===== src/rtl/wps_pkg.sv =====
package wps_pkg;
    typedef enum logic [1:0] {
        S_IDLE  = 2'd0,
        S_LOAD  = 2'd1,
        S_BUSY  = 2'd2,
        S_QUERY = 2'd3
    } wps_state_t;

    localparam int BIT_POLL   = 7;
    localparam int BIT_TOGGLE = 6;
    localparam int BIT_COMMIT = 5;
    localparam int BIT_ABORT  = 1;
    localparam int BIT_PROT   = 0;
endpackage


===== src/rtl/wps_fsm.sv =====
module wps_fsm
    import wps_pkg::*;
(
    input  logic       clk,
    input  logic       rst_n,
    input  logic       byte_wr,
    input  logic       write_go,
    input  logic       write_done,
    input  logic       write_abort,
    input  logic       qry_enter,
    input  logic       qry_leave,
    output wps_state_t state,
    output logic       new_load,
    output logic       cap_en,
    output logic       abort_set
);
    wps_state_t st_q, st_d;

    always_ff @(posedge clk or negedge rst_n) begin
        if (!rst_n) st_q <= S_IDLE;
        else        st_q <= st_d;
    end

    always_comb begin
        st_d = st_q;
        unique case (st_q)
            S_IDLE: begin
                if (byte_wr)        st_d = S_LOAD;
                else if (qry_enter) st_d = S_QUERY;
            end
            S_LOAD: begin
                if (write_abort)    st_d = S_IDLE;
                else if (write_go)  st_d = S_BUSY;
            end
            S_BUSY: begin
                if (write_done)     st_d = S_IDLE;
            end
            S_QUERY: begin
                if (qry_leave)      st_d = S_IDLE;
            end
            default:                st_d = S_IDLE;
        endcase
    end

    always_comb begin
        new_load  = 1'b0;
        cap_en    = 1'b0;
        abort_set = 1'b0;
        unique case (st_q)
            S_IDLE: begin
                new_load = byte_wr;
                cap_en   = byte_wr;
            end
            S_LOAD: begin
                cap_en    = byte_wr;
                abort_set = write_abort;
            end
            default: ;
        endcase
    end

    assign state = st_q;

    assert_open_load_R2: assert property (@(posedge clk) disable iff (!rst_n)
        (st_q == S_IDLE && byte_wr) |=> (st_q == S_LOAD));
    assert_start_commit_R4: assert property (@(posedge clk) disable iff (!rst_n)
        (st_q == S_LOAD && write_go && !write_abort) |=> (st_q == S_BUSY));
    assert_abort_wins_R7: assert property (@(posedge clk) disable iff (!rst_n)
        (st_q == S_LOAD && write_abort) |=> (st_q == S_IDLE));
    assert_finish_R6: assert property (@(posedge clk) disable iff (!rst_n)
        (st_q == S_BUSY && write_done) |=> (st_q == S_IDLE));
    assert_query_R8: assert property (@(posedge clk) disable iff (!rst_n)
        (st_q == S_IDLE && !byte_wr && qry_enter) |=> (st_q == S_QUERY));
endmodule


===== src/rtl/wps_toggle.sv =====
module wps_toggle (
    input  logic clk,
    input  logic rst_n,
    input  logic flip,
    output logic tog
);
    always_ff @(posedge clk or negedge rst_n) begin
        if (!rst_n)    tog <= 1'b0;
        else if (flip) tog <= ~tog;
    end

    assert_toggle_flips_R5: assert property (@(posedge clk) disable iff (!rst_n)
        flip |=> (tog != $past(tog)));
    assert_toggle_holds_R5: assert property (@(posedge clk) disable iff (!rst_n)
        !flip |=> $stable(tog));
endmodule


===== src/rtl/wps_flags.sv =====
module wps_flags #(
    parameter int DW = 8
) (
    input  logic          clk,
    input  logic          rst_n,
    input  logic          cap_en,
    input  logic [DW-1:0] wr_byte,
    input  logic          new_load,
    input  logic          abort_set,
    output logic          poll_ref,
    output logic          abort_flag
);
    localparam int MSB = DW - 1;

    always_ff @(posedge clk or negedge rst_n) begin
        if (!rst_n)      poll_ref <= 1'b0;
        else if (cap_en) poll_ref <= wr_byte[MSB];
    end

    always_ff @(posedge clk or negedge rst_n) begin
        if (!rst_n)         abort_flag <= 1'b0;
        else if (abort_set) abort_flag <= 1'b1;
        else if (new_load)  abort_flag <= 1'b0;
    end

    assert_abort_sticky_R7: assert property (@(posedge clk) disable iff (!rst_n)
        (abort_flag && !new_load) |=> abort_flag);
    assert_ref_hold_R3: assert property (@(posedge clk) disable iff (!rst_n)
        !cap_en |=> $stable(poll_ref));
endmodule


===== src/rtl/wr_status_gen.sv =====
module wr_status_gen
    import wps_pkg::*;
#(
    parameter int DW = 8
) (
    input  logic          clk,
    input  logic          rst_n,
    input  logic          rd_stb,
    input  logic          byte_wr,
    input  logic [DW-1:0] wr_byte,
    input  logic          write_go,
    input  logic          write_done,
    input  logic          write_abort,
    input  logic          qry_enter,
    input  logic          qry_leave,
    input  logic          prot_on,
    input  logic [DW-1:0] arr_data,
    output logic [DW-1:0] rd_data,
    output logic          stat_mode
);
    wps_state_t state;
    logic new_load, cap_en, abort_set;
    logic tog, poll_ref, abort_flag;
    logic [DW-1:0] status;

    wps_fsm u_fsm (
        .clk(clk), .rst_n(rst_n), .byte_wr(byte_wr), .write_go(write_go),
        .write_done(write_done), .write_abort(write_abort),
        .qry_enter(qry_enter), .qry_leave(qry_leave), .state(state),
        .new_load(new_load), .cap_en(cap_en), .abort_set(abort_set)
    );

    wps_toggle u_tog (
        .clk(clk), .rst_n(rst_n), .flip(rd_stb && state == S_BUSY), .tog(tog)
    );

    wps_flags #(.DW(DW)) u_flags (
        .clk(clk), .rst_n(rst_n), .cap_en(cap_en), .wr_byte(wr_byte),
        .new_load(new_load), .abort_set(abort_set),
        .poll_ref(poll_ref), .abort_flag(abort_flag)
    );

    always_comb begin
        status             = '0;
        status[BIT_TOGGLE] = tog;
        status[BIT_ABORT]  = abort_flag;
        status[BIT_PROT]   = prot_on;
        unique case (state)
            S_LOAD: status[BIT_POLL] = ~poll_ref;
            S_BUSY: begin
                status[BIT_POLL]   = ~poll_ref;
                status[BIT_COMMIT] = 1'b1;
            end
            default: status[BIT_POLL] = poll_ref;
        endcase
    end

    always_comb begin
        stat_mode = (state != S_IDLE);
        rd_data   = stat_mode ? status : arr_data;
    end

    assert_undef_zero_R10: assert property (@(posedge clk) disable iff (!rst_n)
        stat_mode |-> (rd_data[4:2] == 3'b000));
    assert_passthru_R6: assert property (@(posedge clk) disable iff (!rst_n)
        !stat_mode |-> (rd_data == arr_data));
endmodule


===== config.mk =====
export PLATFORM = sky130hd
export DESIGN_NAME = wr_status_gen
export DESIGN_NICKNAME = d
export VERILOG_FILES = /design/src/rtl/wps_pkg.sv /design/src/rtl/wps_fsm.sv /design/src/rtl/wps_toggle.sv /design/src/rtl/wps_flags.sv /design/src/rtl/wr_status_gen.sv
export SDC_FILE = /design/constraint.sdc
export NUM_CORES = 1
export LEC_CHECK = 0
export BUFFER_PORTS_ARGS = -buffer_cell sky130_fd_sc_hd__buf_2
export CAP_MARGIN = 20
export CORE_AREA = 2 2 39 41
export CTS_CLUSTER_SIZE = 10
export DETAILED_ROUTE_END_ITERATION = 10
export DIE_AREA = 0 0 41 43
export PLACE_DENSITY = 0.74
export SYNTH_ARGS = -nofsm -noshare
export SYNTH_HDL_FRONTEND = slang
export SYNTH_SLANG_ARGS = --single-unit

===== constraint.sdc =====
create_clock -name clk -period 2.3 [get_ports clk]
set_input_delay 0.345 -clock clk [delete_from_list [all_inputs] [get_ports clk]]
set_output_delay 0.345 -clock clk [all_outputs]
set_load 0.02 [all_outputs]

==> impl_metrics.env, run 1 <==
export IMPL_rsz0062_at_grt="false"
export IMPL_io_pins=35
export IMPL_antenna_found_initial=0
export IMPL_cts_root_buf="clkbuf_4"
export IMPL_coreArea_mm2=0.001384
export IMPL_wirelength_um=831
export IMPL_ys_ff_latch=5
export IMPL_portBuffers=27
export IMPL_cp_buffers_inverters=2
export IMPL_period_share_pct=87.25
export IMPL_path_clk_slew_ps=40
export IMPL_required_ps=1960
export IMPL_yosysWarnings=0
export IMPL_end_kind="primary output"
export IMPL_fin_util_pct=42.41
export IMPL_finalPower_uw=809.1
export IMPL_synth_largest_area_cell="dfrtp_1"
export IMPL_dpl_cell_count=81
export IMPL_cellPowerDensity_mw_per_mm2=1379
export IMPL_postSynthCellCount=39
export IMPL_drc_errors=0
export IMPL_track_usage_pct=10.91
export IMPL_slew_viol_final=0
export IMPL_synth_fp_nets=70
export IMPL_htreeDepth=1
export IMPL_slowest_delay_ps=400
export IMPL_ys_types=16
export IMPL_cts_buffers=3
export IMPL_die_w_um=41
export IMPL_critical_path_class="flip-flop to primary output"
export IMPL_skew_ps=0.2511
export IMPL_nets=102
export IMPL_clock_latency_ps=240
export IMPL_grt_pass1_vias=350
export IMPL_die_height_um=43
export IMPL_dieArea_mm2=0.001763
export IMPL_cts_tree="built"
export IMPL_route_detailed_wl_per_inst_um=9.663
export IMPL_drt_initial_drc_count=4
export IMPL_final_hold_violation_count=0
export IMPL_synth_seq_area_share_pct=30.77
export IMPL_area_delta_synth_final_pct=44.31
export IMPL_synth_enable_flop_cells=0
export IMPL_syn_mean_instance_area_um2=10.43
export IMPL_drive_above_1_share_pct=50.00
export IMPL_grt_pass1_wl_um=1317
export IMPL_drtAntennaViolNets=0
export IMPL_gp_congestion=0.6319
export IMPL_cp_arrival_ps=1660
export IMPL_start_util_pct=29.39
export IMPL_path_max_fanout=9
export IMPL_critPathSlowestCell="dfrtp_1"
export IMPL_clk_path_buf_depth=2
export IMPL_crit_family="flip-flops"
export IMPL_max_freq_ghz=0.4983
export IMPL_synth_area_um2=406.6
export IMPL_vdd_ir_drop_max_uv=452.1
export IMPL_status="finished, final reports clean"
export IMPL_diodes=0
export IMPL_p_leak_uw=0.0003071
export IMPL_hold_path_class="primary input to flip-flop"
export IMPL_fin_crit_ps=2007
export IMPL_dpl_hpwl_um=713.3
export IMPL_drt_pass1_iterations=3
export IMPL_cts_sinks=5
export IMPL_tns_ps=0
export IMPL_fill_cells=143
export IMPL_cap_violations=0
export IMPL_setup_violations=0
export IMPL_tightest_slew_ps=349.3
export IMPL_grt_remaining_overflow=0
export IMPL_via_count=375
export IMPL_async_flop_share_pct=100.0
export IMPL_ys_top_cells_by_area="dfrtp_1 (31%), ha_1 (15%), mux2_2 (14%)"
export IMPL_via_per_inst=4.360
export IMPL_multi_input_area_um2=259.0
export IMPL_relSlewSlack_pct=76.71
export IMPL_ctsResizeCount=0
export IMPL_placementRows=14
export IMPL_cp_cell_sequence="inv_1 > ha_1 > mux2_2 > buf_2"
export IMPL_ff_latch_area_um2=125.1
export IMPL_yosys_top_cells_count="dfrtp_1 (5), ha_1 (5), mux2_2 (5)"
export IMPL_critPathLaunchType="flip-flop"
export IMPL_grt_max_degree=10
export IMPL_stdcell_count=86
export IMPL_ys_flop_type="dfrtp_1"
export IMPL_synth_top_cell_area_share_pct=30.77
[cells by family (layout without fill, tap and decap cells)]
group	Yosys count	in the layout	share of synthesized area, %
DFF	5	5	30.77
xor gates and xnor gates	2	2	4.308
and+or+nand+nor	10	10	14.16
adders and majority gates	5	5	15.38
buffers and inverters	4	35	5.538
muxes	6	6	16.31
AOI/OAI and AO/OA	7	7	13.54
[path summary, 6_finish.rpt]
kind,startpoint,endpoint,slack (ps),depth (start not counted)
max in group asynchronous,rst_n,u_flags.poll_ref,1730,2
max,u_fsm.state[0],rd_data[6],290,4
max reg2reg,u_fsm.state[0],u_fsm.state[1],540,5
min reg2reg,u_tog.tog,u_tog.tog,470,1
min in group asynchronous,rst_n,u_tog.tog,440,2
min,wr_byte[7],u_flags.poll_ref,350,2
[registers in the layout (all words and copies together), names as in the netlist]
signal and flops:
u_flags.poll_ref 1, u_flags.abort_flag 1, u_tog.tog 1, u_fsm.state 2
[what timing repair did]
item	CTS	global route
endpoints found under the setup margin	0	0
hold buffers	1	0
endpoints found under the hold margin	5	0
setup buffers	0	0
[stage by stage]
step	instance area, um2	setup WS, ps	hold slack (ps)
after floorplan	406.6	614.5	49.41
after global placement	550.5	559.0	159.9
after detailed placement	550.5	527.8	165.4
after CTS	586.8	262.4	339.8
after global routing	586.8	197.7	352.2
final	586.8	293.1	347.9
[power breakdown]
part | leakage, uW | total [uW] | switching [uW] | internal [uW]
combinational | 0.000232 | 540 | 291 | 249
clock | 0.0000150 | 99.3 | 33.9 | 65.5
sequential | 0.0000598 | 170 | 35.0 | 135
total | 0.000307 | 809 | 360 | 449
[cells in the final DEF (no fill, tap or decap), drive strengths merged, types with 2 or more instances in the layout]
cell type  synthesis  layout
nand2              3       3
ha                 5       5
buf                1      27
and2               3       3
o21ai              2       2
clkbuf             0       4
inv                3       3
o22a               2       2
mux2               5       5
nand2b             3       3
xnor2              2       2
dfrtp              5       5
[worst reg2reg max path, delay by kind of cell, from the launching register on]
family | cells | cell delay, ps
fa+ha+maj | 1 | 380
simple gates | 1 | 390
flops | 1 | 400
compound gates | 2 | 360
buf+inv | 1 | 120
[layout make-up]
| type | instances | area share, % |
|---|---|---|
| well taps | 16 | 3.412 |
| flip-flops and latches | 5 | 21.32 |
| inverters | 3 | 1.919 |
| clock buffers | 4 | 4.478 |
| repair buffers | 28 | 24.73 |
| multi-input cells | 30 | 44.14 |
[per-layer routing]
metal	part of all wire (%)	GRT usage (%)	vias up
met5	0	0	-
met4	0	8.000	0
met3	4.3	1.571	0
met2	57	18.75	6
met1	39	10.82	172
li1	-	-	197
(Power assumes the default switching activity.)
==> inputs of run 2 (changes only) <==
--- a/config.mk
+++ b/config.mk
@@ -7,11 +7,13 @@
 export LEC_CHECK = 0
 export BUFFER_PORTS_ARGS = -buffer_cell sky130_fd_sc_hd__buf_2
 export CAP_MARGIN = 20
-export CORE_AREA = 2 2 39 41
+export CELL_PAD_IN_SITES_DETAIL_PLACEMENT = 0
+export CELL_PAD_IN_SITES_GLOBAL_PLACEMENT = 1
+export CORE_MARGIN = 2
+export CORE_UTILIZATION = 26
 export CTS_CLUSTER_SIZE = 10
 export DETAILED_ROUTE_END_ITERATION = 10
-export DIE_AREA = 0 0 41 43
-export PLACE_DENSITY = 0.74
+export PLACE_DENSITY = 0.87
 export SYNTH_ARGS = -nofsm -noshare
 export SYNTH_HDL_FRONTEND = slang
 export SYNTH_SLANG_ARGS = --single-unit
==> impl_metrics.env, run 2 (synthesis gave the netlist of run 1 again) <==
export IMPL_stdcell_count=86
export IMPL_r2r_slack_ps=540
export IMPL_drt_initial_drc_count=3
export IMPL_end_kind="primary output"
export IMPL_tightest_slew_ps=353.3
export IMPL_die_w_um=43.55
export IMPL_slowest_delay_ps=400
export IMPL_dieArea_mm2=0.001896
export IMPL_p_leak_uw=0.0003071
export IMPL_drtAntennaViolNets=0
export IMPL_r2r_end="u_fsm.state[1]"
export IMPL_route_detailed_wl_per_inst_um=9.965
export IMPL_cts_root_buf="clkbuf_4"
export IMPL_drive_above_1_share_pct=50.00
export IMPL_dpl_hpwl_um=753.1
export IMPL_antenna_found_initial=0
export IMPL_critical_path_class="flip-flop to primary output"
export IMPL_placementRows=14
export IMPL_drc_errors=0
export IMPL_vdd_ir_drop_max_uv=490.3
export IMPL_final_hold_violation_count=0
export IMPL_wl_met1_um=344
export IMPL_cp_cell_sequence="inv_1 > ha_1 > mux2_2 > buf_2"
export IMPL_via_count=381
export IMPL_status="finished, final reports clean"
export IMPL_critPathLaunchType="flip-flop"
export IMPL_largest_register_ff_count=2
export IMPL_min_delay_worst_endpoint="u_flags.poll_ref"
export IMPL_die_height_um=43.55
export IMPL_highest_signal_layer="met3"
export IMPL_gp_congestion=0.6657
export IMPL_drt_pass1_iterations=3
export IMPL_diodes=0
export IMPL_cts_buffers=3
export IMPL_path_clk_slew_ps=40
export IMPL_nets=102
export IMPL_wl_met2_um=455
export IMPL_area_delta_synth_final_pct=44.31
export IMPL_portBuffers=27
export IMPL_io_pins=35
export IMPL_path_max_fanout=9
export IMPL_r2r_cells=5
export IMPL_start_util_pct=27.31
export IMPL_htreeDepth=1
export IMPL_worstReg2RegStart="u_fsm.state[0]"
export IMPL_slew_viol_final=0
export IMPL_max_freq_ghz=0.4958
export IMPL_grt_pass1_wl_um=1455
export IMPL_grt_max_degree=10
export IMPL_wirelength_um=857
export IMPL_holdPathStages=2
export IMPL_rsz0062_at_grt="false"
export IMPL_coreArea_mm2=0.001489
export IMPL_cp_buffers_inverters=2
export IMPL_grt_pass1_vias=389
export IMPL_relSlewSlack_pct=76.44
export IMPL_clk_path_buf_depth=2
export IMPL_skew_ps=0.7124
export IMPL_finalPower_uw=813.5
export IMPL_tns_ps=0
export IMPL_via_per_inst=4.430
export IMPL_dpl_cell_count=81
export IMPL_cts_sinks=5
export IMPL_cp_arrival_ps=1670
export IMPL_required_ps=1960
export IMPL_cap_violations=0
export IMPL_track_usage_pct=10.27
export IMPL_cts_tree="built"
export IMPL_clock_latency_ps=240
export IMPL_final_common_cell="buf_2"
export IMPL_setup_violations=0
export IMPL_grt_remaining_overflow=0
export IMPL_cellPowerDensity_mw_per_mm2=1386
export IMPL_fin_crit_ps=2017
export IMPL_layout_common_cells="buf_2 (27), mux2_2 (5), ha_1 (5), dfrtp_1 (5)"
export IMPL_dr_wl_met3_um=58
export IMPL_worst_hold_startpoint="wr_byte[7]"
export IMPL_hold_path_class="primary input to flip-flop"
export IMPL_period_share_pct=87.69
export IMPL_critPathSlowestCell="dfrtp_1"
export IMPL_crit_family="flip-flops"
run 2: cell counts in the layout (fill, tap and decap cells not counted):
No cell type changed its count.
run 2: per-stage QoR:
stage                     worst slack [ps]  hold slack [ps]  util [%]  area (um2)
after CTS                            263.0            338.4     39.41       586.8
after global routing                 173.5            345.3     39.41       586.8
after detailed placement             526.2            161.4     36.97       550.5
after floorplan                      614.5            49.41         -       406.6
final                                283.2            345.8     39.41       586.8
after global placement               542.7            162.3     36.97       550.5
run 2: worst max-delay path by stage:
stage / to / slack (ps) / from / cells past startpoint
floorplan: rd_data[7] / 610 / u_fsm.state[0] / 4
global placement: rd_data[1] / 540 / u_fsm.state[0] / 4
detailed placement: rd_data[1] / 530 / u_fsm.state[0] / 4
CTS: rd_data[1] / 260 / u_fsm.state[0] / 4
global route: rd_data[1] / 170 / u_fsm.state[0] / 4
finish: rd_data[1] / 280 / u_fsm.state[0] / 4
run 2: final cells by class:
type	instances	area, um2
inverter	3	11.26
timing repair buffer	28	145.1
multi-input combinational	30	259.0
clock buffer	4	26.28
fill	163	902.1
tap	16	20.02
sequential	5	125.1
run 2: repair_timing:
action / 4_1_cts / 5_1_grt
resized for setup: 0 / 0
buffers inserted: 0 / 0
endpoints found under the hold margin: 5 / 0
hold buffers: 1 / 0
run 2: per-layer routing:
| layer | vias to the layer above | track usage [%] |
|---|---|---|
| met5 | - | 0 |
| met1 | 172 | 10.54 |
| li1 | 200 | - |
| met4 | 0 | 5.455 |
| met3 | 0 | 3.333 |
| met2 | 9 | 18.24 |
run 2: power breakdown:
part	internal [uW]	leakage (uW)	switching, uW
clock network	65.4	0.0000150	32.3
logic	251	0.000232	297
registers	135	0.0000598	33.4
total	451	0.000307	363
run 2: worst register-to-register path: cells and delay by family, from the launching register on:
family                   cells  cell delay [ps]
flip-flops                   1              400
adder cells (fa/ha/maj)      1              380
AND/OR/NAND/NOR              1              380
AO/OA/AOI/OAI                2              360
buffers and inverters        1              120
